==> src/rtl/irq_arb_pkg.sv <==
package irq_arb_pkg;
   localparam int BANK_LINES = 32;
   localparam int MAX_BANKS  = 3;
   localparam int LINE_W     = 7;
   localparam int NUM_PATHS  = 2;
   typedef enum logic {PATH_NORM = 1'b0, PATH_FAST = 1'b1} path_e;
endpackage

==> src/rtl/irq_arb_tree.sv <==
// Balanced compare tree: each node keeps the more urgent child, and the
// right (higher-numbered) child on a tie.
module irq_arb_tree #(
   parameter int NUM_LINES = 32,
   parameter int PRIO_W    = 5,
   parameter int IDX_W     = 7
) (
   input  logic [NUM_LINES-1:0]        cand_i,
   input  logic [NUM_LINES*PRIO_W-1:0] prio_i,
   output logic                        any_o,
   output logic [IDX_W-1:0]            win_o
);
   localparam int LVLS   = $clog2(NUM_LINES);
   localparam int LEAVES = 1 << LVLS;

   initial begin
      assert (LEAVES <= (1 << IDX_W))
         else $error("winner index width too small for %0d lines", NUM_LINES);
   end

   for (genvar l = 0; l <= LVLS; l++) begin : g_lvl
      localparam int W = LEAVES >> l;
      logic [W-1:0]        vld;
      logic [W*PRIO_W-1:0] pri;
      logic [W*IDX_W-1:0]  idx;
      if (l == 0) begin : g_leaf
         for (genvar i = 0; i < W; i++) begin : g_in
            if (i < NUM_LINES) begin : g_real
               assign vld[i]                  = cand_i[i];
               assign pri[i*PRIO_W +: PRIO_W] = prio_i[i*PRIO_W +: PRIO_W];
               assign idx[i*IDX_W +: IDX_W]   = IDX_W'(i);
            end else begin : g_pad
               assign vld[i]                  = 1'b0;
               assign pri[i*PRIO_W +: PRIO_W] = '1;
               assign idx[i*IDX_W +: IDX_W]   = '0;
            end
         end
      end else begin : g_node
         for (genvar n = 0; n < W; n++) begin : g_cmp
            logic               lv, rv, take_r;
            logic [PRIO_W-1:0]  lp, rp;
            logic [IDX_W-1:0]   li, ri;
            assign lv = g_lvl[l-1].vld[2*n];
            assign rv = g_lvl[l-1].vld[2*n+1];
            assign lp = g_lvl[l-1].pri[(2*n)*PRIO_W +: PRIO_W];
            assign rp = g_lvl[l-1].pri[(2*n+1)*PRIO_W +: PRIO_W];
            assign li = g_lvl[l-1].idx[(2*n)*IDX_W +: IDX_W];
            assign ri = g_lvl[l-1].idx[(2*n+1)*IDX_W +: IDX_W];
            assign take_r = rv && (!lv || (rp <= lp));
            assign vld[n]                  = lv | rv;
            assign pri[n*PRIO_W +: PRIO_W] = take_r ? rp : lp;
            assign idx[n*IDX_W +: IDX_W]   = take_r ? ri : li;
         end
      end
   end

   assign any_o = g_lvl[LVLS].vld[0];
   assign win_o = g_lvl[LVLS].idx[IDX_W-1:0];
endmodule

==> src/rtl/irq_arb_path.sv <==
// One request path: re-arm flag, registered winner, parent request.
module irq_arb_path #(
   parameter int IDX_W = 7
) (
   input  logic             clk,
   input  logic             rst_n,
   input  logic             any_i,
   input  logic [IDX_W-1:0] win_i,
   input  logic             en_i,
   input  logic             rearm_i,
   output logic             req_o,
   output logic [IDX_W-1:0] line_o
);
   logic armed_q;
   logic fire;

   assign fire = (armed_q || rearm_i) && any_i && en_i;

   always_ff @(posedge clk or negedge rst_n) begin
      if (!rst_n) begin
         armed_q <= 1'b1;
         req_o   <= 1'b0;
         line_o  <= '0;
      end else if (fire) begin
         armed_q <= 1'b0;
         req_o   <= 1'b1;
         line_o  <= win_i;
      end else if (rearm_i) begin
         armed_q <= 1'b1;
         req_o   <= 1'b0;
      end
   end

   // an armed path with a candidate fires and captures the winner
   a_r5_fire: assert property (@(posedge clk) disable iff (!rst_n)
      (armed_q && any_i && en_i) |=> (req_o && !armed_q && line_o == $past(win_i)));
   // a raised request holds its state until re-armed
   a_r6_hold: assert property (@(posedge clk) disable iff (!rst_n)
      (req_o && !rearm_i) |=> (req_o && $stable(line_o)));
   // a re-arm with nothing to serve drops the request and keeps the line
   a_r7_drop: assert property (@(posedge clk) disable iff (!rst_n)
      (rearm_i && !(any_i && en_i)) |=> (!req_o && armed_q && $stable(line_o)));
   // a disabled path cannot raise its request
   a_r10_block: assert property (@(posedge clk) disable iff (!rst_n)
      (!en_i && !req_o) |=> !req_o);
   // the flag and the request are never set together
   a_r9_excl: assert property (@(posedge clk) disable iff (!rst_n)
      !(armed_q && req_o));
endmodule

==> src/rtl/irq_dual_arbiter.sv <==
module irq_dual_arbiter
   import irq_arb_pkg::*;
#(
   parameter int NUM_BANKS = 3,
   parameter int PRIO_W    = 5
) (
   input  logic                                 clk,
   input  logic                                 rst_n,
   input  logic [NUM_BANKS*BANK_LINES-1:0]        pend_i,
   input  logic [NUM_BANKS*BANK_LINES-1:0]        mask_i,
   input  logic [NUM_BANKS*BANK_LINES-1:0]        fast_sel_i,
   input  logic [NUM_BANKS*BANK_LINES*PRIO_W-1:0] prio_i,
   input  logic                                 glb_en_i,
   input  logic                                 rearm_norm_i,
   input  logic                                 rearm_fast_i,
   output logic                                 norm_req_o,
   output logic [LINE_W-1:0]                    norm_line_o,
   output logic                                 fast_req_o,
   output logic [LINE_W-1:0]                    fast_line_o
);
   localparam int NL = NUM_BANKS * BANK_LINES;

   initial begin
      assert (NUM_BANKS >= 1 && NUM_BANKS <= MAX_BANKS)
         else $error("NUM_BANKS must be 1..%0d", MAX_BANKS);
      assert (PRIO_W >= 1) else $error("PRIO_W must be positive");
   end

   logic [NUM_PATHS-1:0][NL-1:0]     cand;
   logic [NUM_PATHS-1:0]             any, rearm, req;
   logic [NUM_PATHS-1:0][LINE_W-1:0] win, line;

   assign rearm[PATH_NORM] = rearm_norm_i;
   assign rearm[PATH_FAST] = rearm_fast_i;

   for (genvar b = 0; b < NUM_BANKS; b++) begin : g_bank
      logic [BANK_LINES-1:0] live;
      assign live = pend_i[b*BANK_LINES +: BANK_LINES] & ~mask_i[b*BANK_LINES +: BANK_LINES];
      assign cand[PATH_NORM][b*BANK_LINES +: BANK_LINES] =
         live & ~fast_sel_i[b*BANK_LINES +: BANK_LINES];
      assign cand[PATH_FAST][b*BANK_LINES +: BANK_LINES] =
         live & fast_sel_i[b*BANK_LINES +: BANK_LINES];
   end

   for (genvar p = 0; p < NUM_PATHS; p++) begin : g_path
      logic [NL-1:0] shifted;
      irq_arb_tree #(.NUM_LINES(NL), .PRIO_W(PRIO_W), .IDX_W(LINE_W)) u_tree (
         .cand_i (cand[p]),
         .prio_i (prio_i),
         .any_o  (any[p]),
         .win_o  (win[p])
      );
      irq_arb_path #(.IDX_W(LINE_W)) u_path (
         .clk     (clk),
         .rst_n   (rst_n),
         .any_i   (any[p]),
         .win_i   (win[p]),
         .en_i    (glb_en_i),
         .rearm_i (rearm[p]),
         .req_o   (req[p]),
         .line_o  (line[p])
      );
      assign shifted = cand[p] >> win[p];
      // the tree's winner is always a candidate of its own path
      a_r1_win_is_cand: assert property (@(posedge clk) disable iff (!rst_n)
         any[p] |-> shifted[0]);
      // a raised request reports a line that exists
      a_r4_line_range: assert property (@(posedge clk) disable iff (!rst_n)
         req[p] |-> (int'(line[p]) < NL));
   end

   assign norm_req_o  = req[PATH_NORM];
   assign fast_req_o  = req[PATH_FAST];
   assign norm_line_o = line[PATH_NORM];
   assign fast_line_o = line[PATH_FAST];

   // re-arming one path never disturbs the other path's outputs
   a_r11_indep: assert property (@(posedge clk) disable iff (!rst_n)
      (rearm_norm_i && !rearm_fast_i && fast_req_o) |=> (fast_req_o && $stable(fast_line_o)));
endmodule

==> config.mk <==
export PLATFORM = sky130hd
export DESIGN_NAME = irq_dual_arbiter
export DESIGN_NICKNAME = d
export VERILOG_FILES = /design/src/rtl/irq_arb_pkg.sv /design/src/rtl/irq_arb_tree.sv /design/src/rtl/irq_arb_path.sv /design/src/rtl/irq_dual_arbiter.sv
export SDC_FILE = /design/constraint.sdc
export NUM_CORES = 2
export LEC_CHECK = 0
export BUFFER_PORTS_ARGS = -buffer_cell sky130_fd_sc_hd__buf_2
export CORE_AREA = 4 4 306 308
export CTS_CLUSTER_SIZE = 12
export DETAILED_ROUTE_END_ITERATION = 6
export DIE_AREA = 0 0 310 312
export PLACE_DENSITY_LB_ADDON = 0.3
export SLEW_MARGIN = 20
export SYNTH_ARGS = -nofsm -noshare
export SYNTH_HDL_FRONTEND = slang
export SYNTH_SLANG_ARGS = --single-unit
==> constraint.sdc <==
create_clock -name clk -period 2.2 [get_ports clk]
set_clock_uncertainty 0.1 [all_clocks]
set_input_delay 0 -clock clk [delete_from_list [all_inputs] [get_ports clk]]
set_output_delay 0 -clock clk [all_outputs]
set_load 0.03 [all_outputs]
# Yosys cells after proc, flatten, opt, wreduce, memory -nomap -nowiden
# Cells that the tools add are included.
# Widths: inputs -> output; s select.
[op_classes]
n_mux = 386
bitwise = 205
order_cmp = 142
reduce_logical = 578
[op_table]
columns = ["op", "count"]
rows = [
  ["$mux 5", 188],
  ["$le 5x5->1", 142],
  ["$mux 7", 94],
  ["$and 32x32->32", 9],
  ["$logic_and 1x1->1", 194],
  ["$logic_or 1x1->1", 192],
  ["$not 32->32", 6],
  ["$logic_not 1->1", 190],
  ["$or 1x1->1", 190],
  ["$mux 1", 104],
  ["$reduce_bool 2->1", 2],
]
[totals]
word_cells = 1317
register_bits = 18
inputBits = 773

# Longest topological paths before layout
[depth]
word_depth = 31
mapped_depth = 78

# Modules after synthesis
# Synthesis repeated with hierarchy kept, for this count alone.
[unflattened]
cells_unflattened = 5869
hier_area_um2 = 41763.8
[by_module_without_submodules]
columns = ["module", "seq_area_each_um2", "n_inst", "cells_per_inst", "area_each_um2"]
rows = [
  ["irq_arb_tree at g_path[1].u_tree", 0.0, 1, 2848, 19770.2],
  ["irq_arb_tree at g_path[0].u_tree", 0.0, 1, 2787, 19623.8],
  ["irq_dual_arbiter", 0.0, 1, 192, 1681.6],
  ["irq_arb_path", 226.5, 2, 21, 344.1],
]

# Least setup slack after synthesis
# No wires, ideal clock.
[synth_timing]
kind = "input to register"
start = "in prio_i[91]"
end = "reg g_path[1].u_path.line_o[3]"
slack_ns = -10.288
t_arrival_ns = 12.284
setup_time_ns = 0.104
cell_stages = 67
path_cell_list = "inv_1 -> ha_1 -> nor2b_1 -> o21ai_0 -> or4b_1 -> a31oi_1 -> nor2_1 -> a21oi_1 -> inv_1 -> ha_1 -> and3_1 -> a21oi_1 -> nor2_1 -> o311ai_1 -> mux2i_1 -> inv_1 -> ha_1 -> a21o_1 -> [... 31 more ...] -> nor2_1 -> clkbuf_1 -> nor2_1 -> a221oi_1 -> ha_1 -> nor2b_1 -> o21a_1 -> o21ai_0 -> nand2b_1 -> a21oi_1 -> a31oi_1 -> nand2_1 -> nand2_1 -> nand2b_1 -> or2_2 -> a2111oi_0 -> a211oi_1 -> o311ai_1"
[synth_via]
elab_chain_cells = 28
[synth_rtl]
columns = ["element", "line", "rtl"]
rows = [
  ["from (decl)", "irq_dual_arbiter.sv:12", "input logic [NUM_BANKS*BANK_LINES*PRIO_W-1:0] prio_i,"],
  ["$le 5x5->1", "irq_arb_tree.sv:49", "assign take_r = rv && (!lv || (rp <= lp));"],
  ["$logic_or 1x1->1", "irq_arb_tree.sv:49", ""],
  ["$logic_and 1x1->1", "irq_arb_tree.sv:49", ""],
  ["$mux 5 (*)", "irq_arb_tree.sv:51", "assign pri[n*PRIO_W +: PRIO_W] = take_r ? rp : lp;"],
  ["$le 5x5->1", "irq_arb_tree.sv:49", ""],
  ["$logic_or 1x1->1", "irq_arb_tree.sv:49", ""],
  ["$logic_and 1x1->1", "irq_arb_tree.sv:49", ""],
  ["$mux 5 (*)", "irq_arb_tree.sv:51", ""],
  ["[... 12 more ...]", "-", ""],
  ["$le 5x5->1", "irq_arb_tree.sv:49", ""],
  ["$logic_or 1x1->1", "irq_arb_tree.sv:49", ""],
  ["$logic_and 1x1->1", "irq_arb_tree.sv:49", ""],
  ["$mux 5", "irq_arb_tree.sv:51", ""],
  ["$le 5x5->1", "irq_arb_tree.sv:49", ""],
  ["$logic_or 1x1->1", "irq_arb_tree.sv:49", ""],
  ["$logic_and 1x1->1", "irq_arb_tree.sv:49", ""],
  ["$mux 7 (*)", "irq_arb_tree.sv:52", "assign idx[n*IDX_W +: IDX_W] = take_r ? ri : li;"],
  ["to (signal assigned)", "irq_arb_path.sv:27", "line_o <= win_i;"],
  ["to (decl)", "irq_arb_path.sv:12", "output logic [IDX_W-1:0] line_o"],
]
# Mark *: on every way between the ends. The rest lies on a longest branch, timed or not.
# A chain may end at the register's enable or synchronous reset.

# Final worst setup path
[layout_timing]
start = "in prio_i[261]"
end = "reg g_path[0].u_path.line_o[1]"
[layout_via]
elab_chain_cells = 28
[layout_rtl]
columns = ["element", "line"]
rows = [
  ["$le 5x5->1", "irq_arb_tree.sv:49"],
  ["$logic_or 1x1->1", "irq_arb_tree.sv:49"],
  ["$logic_and 1x1->1", "irq_arb_tree.sv:49"],
  ["$mux 5 (*)", "irq_arb_tree.sv:51"],
  ["$le 5x5->1", "irq_arb_tree.sv:49"],
  ["$logic_or 1x1->1", "irq_arb_tree.sv:49"],
  ["$logic_and 1x1->1", "irq_arb_tree.sv:49"],
  ["$mux 5", "irq_arb_tree.sv:51"],
  ["[... 12 more ...]", "-"],
  ["$le 5x5->1", "irq_arb_tree.sv:49"],
  ["$logic_or 1x1->1", "irq_arb_tree.sv:49"],
  ["$logic_and 1x1->1", "irq_arb_tree.sv:49"],
  ["$mux 5", "irq_arb_tree.sv:51"],
  ["$le 5x5->1", "irq_arb_tree.sv:49"],
  ["$logic_or 1x1->1", "irq_arb_tree.sv:49"],
  ["$logic_and 1x1->1", "irq_arb_tree.sv:49"],
  ["$mux 7 (*)", "irq_arb_tree.sv:52"],
  ["to (signal assigned)", "irq_arb_path.sv:27"],
  ["to (decl)", "irq_arb_path.sv:12"],
]
# Marked as above.

==> summary.md <==
| Metric | Value |
|---|---|
| Status | finished with violations |
| Failing checks | setup timing |
| Pre-CTS WS | -9.76 ns |
| Post-synth cell types | 109 |
| Relative slew slack | 33.1% |
| Layout cell share with drive strength beyond 1 | 47.8% |
| Fmax | 86.5 MHz |
| Die footprint | 96700 µm² |
| Fin crit period | 11.56 ns |
| Clk pin slew, worst setup/hold paths | 0.06 ns |
| Syn Nets | roughly 6500 |
| Post-synth EDFFs | 0 |
| Total Nets Final | around 9700 |
| Syn Inst Count | 5049 |
| Syn-to-layout area delta | 78.6% |
| Input/output buffers | between 700 and 800 |
| First-pass GRT wire length | 248000 µm |
| GRT Util Overall | ~31% |
| Vias | 50753 |
| Fill cells | between 7000 and 8000 |
| Final Power | 0.0406 W |
| WL/cell | around 17 µm |
| DP Wirelength | about 140000 µm |
| Largest net degree at the start of global routing | 19 |
| Slew Viols, Final | 0 |
| Slowest stage cell, crit path | or3_4 |
| Seq/Total Area, Yosys | about 1.3% |
| Cell Count, Final, Fillers Out | approximately 9500 |
| Max cap viols | 0 |
| Drt initial violations | 2938 |
| Final WL | about 160000 µm |
| CP Data Arrival Time | 11.60 ns |
| LEAKAGE | between 30 and 40 nW |
| Share of the synthesized area in the top cell type | 24.2% |
| CP Class | primary input to flop |
| Post-synth top flop | dfrtp_1 |
| Deepest clock path buffer count | 2 |
| Most frequent CP cell | a21oi_2 |
| Die W | about 310 µm |
| CP startpoint kind | primary input |
| Vias in the first global route | between 50000 and 60000 |
| I/O Pins | 789 |
| Finished Cell Area | a little over 60000 µm² |
| Area contributors post-synth | ha_1 (24%), mux2i_1 (7.5%), a21oi_1 (7.4%), inv_1 (5.9%), o21ai_0 (5.5%) |
| Drt pass-1 iters | 6 |
| Max H-tree Level | 1 |
| Peak VDD IR | 0.00121 V |
| Grt ovf | 0 |
| Pwr/cell area | 657 nW/µm² |
| Fin crit share | 525% |
| Clk sinks | 18 |
| CTS tree | done |
| Placed cells | 9289 |
| Final worst setup slack | -9.36 ns |
| Cell row count | 111 |
| RSZ-0062 raised after global routing | true |
| CP Max Fanout | 8 |
| Antenna-violating nets left | 0 |
| FFs w/ async S/R, synth | 100% |
| Slowest stage delay, CP | 0.44 ns |
| Kind of end point of the critical path | flop |
| Chip Height | 312 µm |
| Path type of the worst min-delay path | primary input to async pin |
| Clk_lat worst skew | 0.25 ns |
| Post-Syn Area | 34600 µm² |
| Synth area leader | ha_1 |
| Final hold violation count | 0 |
| Worst slew pin tran | 0.993 ns |
| TritonCTS buffer count | 3 |
| Dpl cell area | 58100 µm² |
| Via density | 5.36 |
| Avg Cell Area, Syn | 6.85 µm² |
| Most frequent cells in the layout | buf_4 (2416), buf_2 (779), ha_1 (635) |
| Placer Congestion | 0.983 |
| Core Region | 91100 µm² |
| # DRC | 0 |
| Initial core utilization | 38.0% |
| Warnings, synthesis | 0 |
| Initial antenna violation count | 29 |
| Setup violators final | 18 |
| Root buf cell | clkbuf_16 |
| CP Data Required Time | 2.24 ns |
| Commonest non-fill, non-tap cell in the layout | buf_4 |
| Register bit total from synthesis | 18 |
-- what timing repair did --
action,4_1_cts,5_1_grt
hold buffers,4,0
gates resized for setup,296,267
setup endpoints to repair,18,18
pin swaps,108,138
hold endpoints to repair,21,0
setup buffers,70,91
-- routing by layer --
layer  vias to the layer above  part of all wire [%]  global-route usage, %
met4                        12                   4.6                   13.0
met3                       453                   6.1                   4.76
met2                      1642                    50                   57.0
met1                     23571                    39                   35.3
met5                         -                 0.051                      0
li1                      25075                     -                      -
-- where the power goes --
part | internal [W] | leakage [nW] | switching [W] | total, W
Clock | 0.000277 | 0.0443 | 0.000142 | 0.000420
Sequential | 0.000496 | 0.212 | 0.000169 | 0.000665
Combinational | 0.0204 | 32.7 | 0.0191 | 0.0395
-- through the flow --
step                      hold WS [ns]  util (%)  setup TNS, ns
final                            0.237      67.8        -132.54
after global routing             0.272      67.8        -140.68
after CTS                        0.219      65.8        -124.05
after detailed placement        -0.123      63.8        -136.42
after global placement          -0.137      63.8        -132.49
after floorplan                 -0.396         -        -121.89
-- path summary, 6_finish.rpt --
check	startpoint	end	slack [ns]	depth (start not counted)
setup / recovery	prio_i[261]	g_path[0].u_path.line_o[1]	-9.36	71
hold / removal	rst_n	g_path[1].u_path.line_o[6]	0.24	2
setup reg to reg	g_path[1].u_path.armed_q	g_path[1].u_path.line_o[2]	0.44	7
hold reg to reg	g_path[0].u_path.line_o[6]	g_path[0].u_path.line_o[6]	0.40	2
max in group asynchronous	rst_n	g_path[1].u_path.armed_q	1.42	2
min in group clk	g_path[0].u_path.line_o[6]	g_path[0].u_path.line_o[6]	0.40	2
-- cell families (layout without fill, tap and decap cells) --
group / Yosys count / count (layout) / share of synthesized area [%]
flops: 18 / 18 / 1.31
other cells: 0 / 23 / 0
compound gates: 1651 / 1651 / 30.8
mux: 380 / 380 / 11.5
simple gates: 1682 / 1682 / 24.5
buf+inv: 619 / 3833 / 6.81
xor+xnor: 18 / 18 / 0.478
fa+ha+maj: 681 / 681 / 24.6
-- worst max-delay path: cells and delay by family --
kind            cells  cell delay [ns]
simple gates       21             3.09
mux                 2             0.59
compound gates     31             4.90
fa+ha+maj           7             1.84
buf+inv            10             1.11
-- cells in the mapped netlist, types with 11 or more instances --
library cell and number:
dfrtp_1 16, a211oi_1 40, a21o_1 63, o21a_1 167, clkbuf_1 46, or3b_2 19
o211ai_1 42, and4_1 20, o22ai_1 31, nor4_1 13, nor3b_1 64, nand2_1 381
clkinv_1 15, inv_1 545, o21ai_0 383, nor2_1 485, a21oi_1 510, nor2b_1 164
nor3_1 49, a311oi_1 25, nand3b_1 50, a21boi_1 28, mux2_2 115, nand4_1 23
a41oi_1 11, and2_1 38, and3b_1 18, mux2i_1 258, o31ai_1 18, xnor2_1 15
nand3_1 114, or2_2 18, o221ai_1 17, a31oi_1 81, a221o_1 11, nand2b_1 116
or3_1 11, ha_1 670, a221oi_1 24, a21bo_2 19, and3_1 83, o31a_1 20
-- sequential cells by signal, summed over array words and instances, names as in the netlist --
name	count
g_path.u_path.line_o	14
g_path.u_path.armed_q	2
g_path.u_path.req_o	2
-- area by class of cell --
cell class	instances	area, µm²	area share [%]
diodes	23	57.6	0.0932
flip-flops and latches	18	453	0.733
inverters	560	2130	3.46
multi-input cells	4412	34700	56.1
clock buffers	4	88.8	0.144
well taps	1186	1480	2.40
repair buffers	3269	22900	37.0
(Power assumes the default switching activity.)
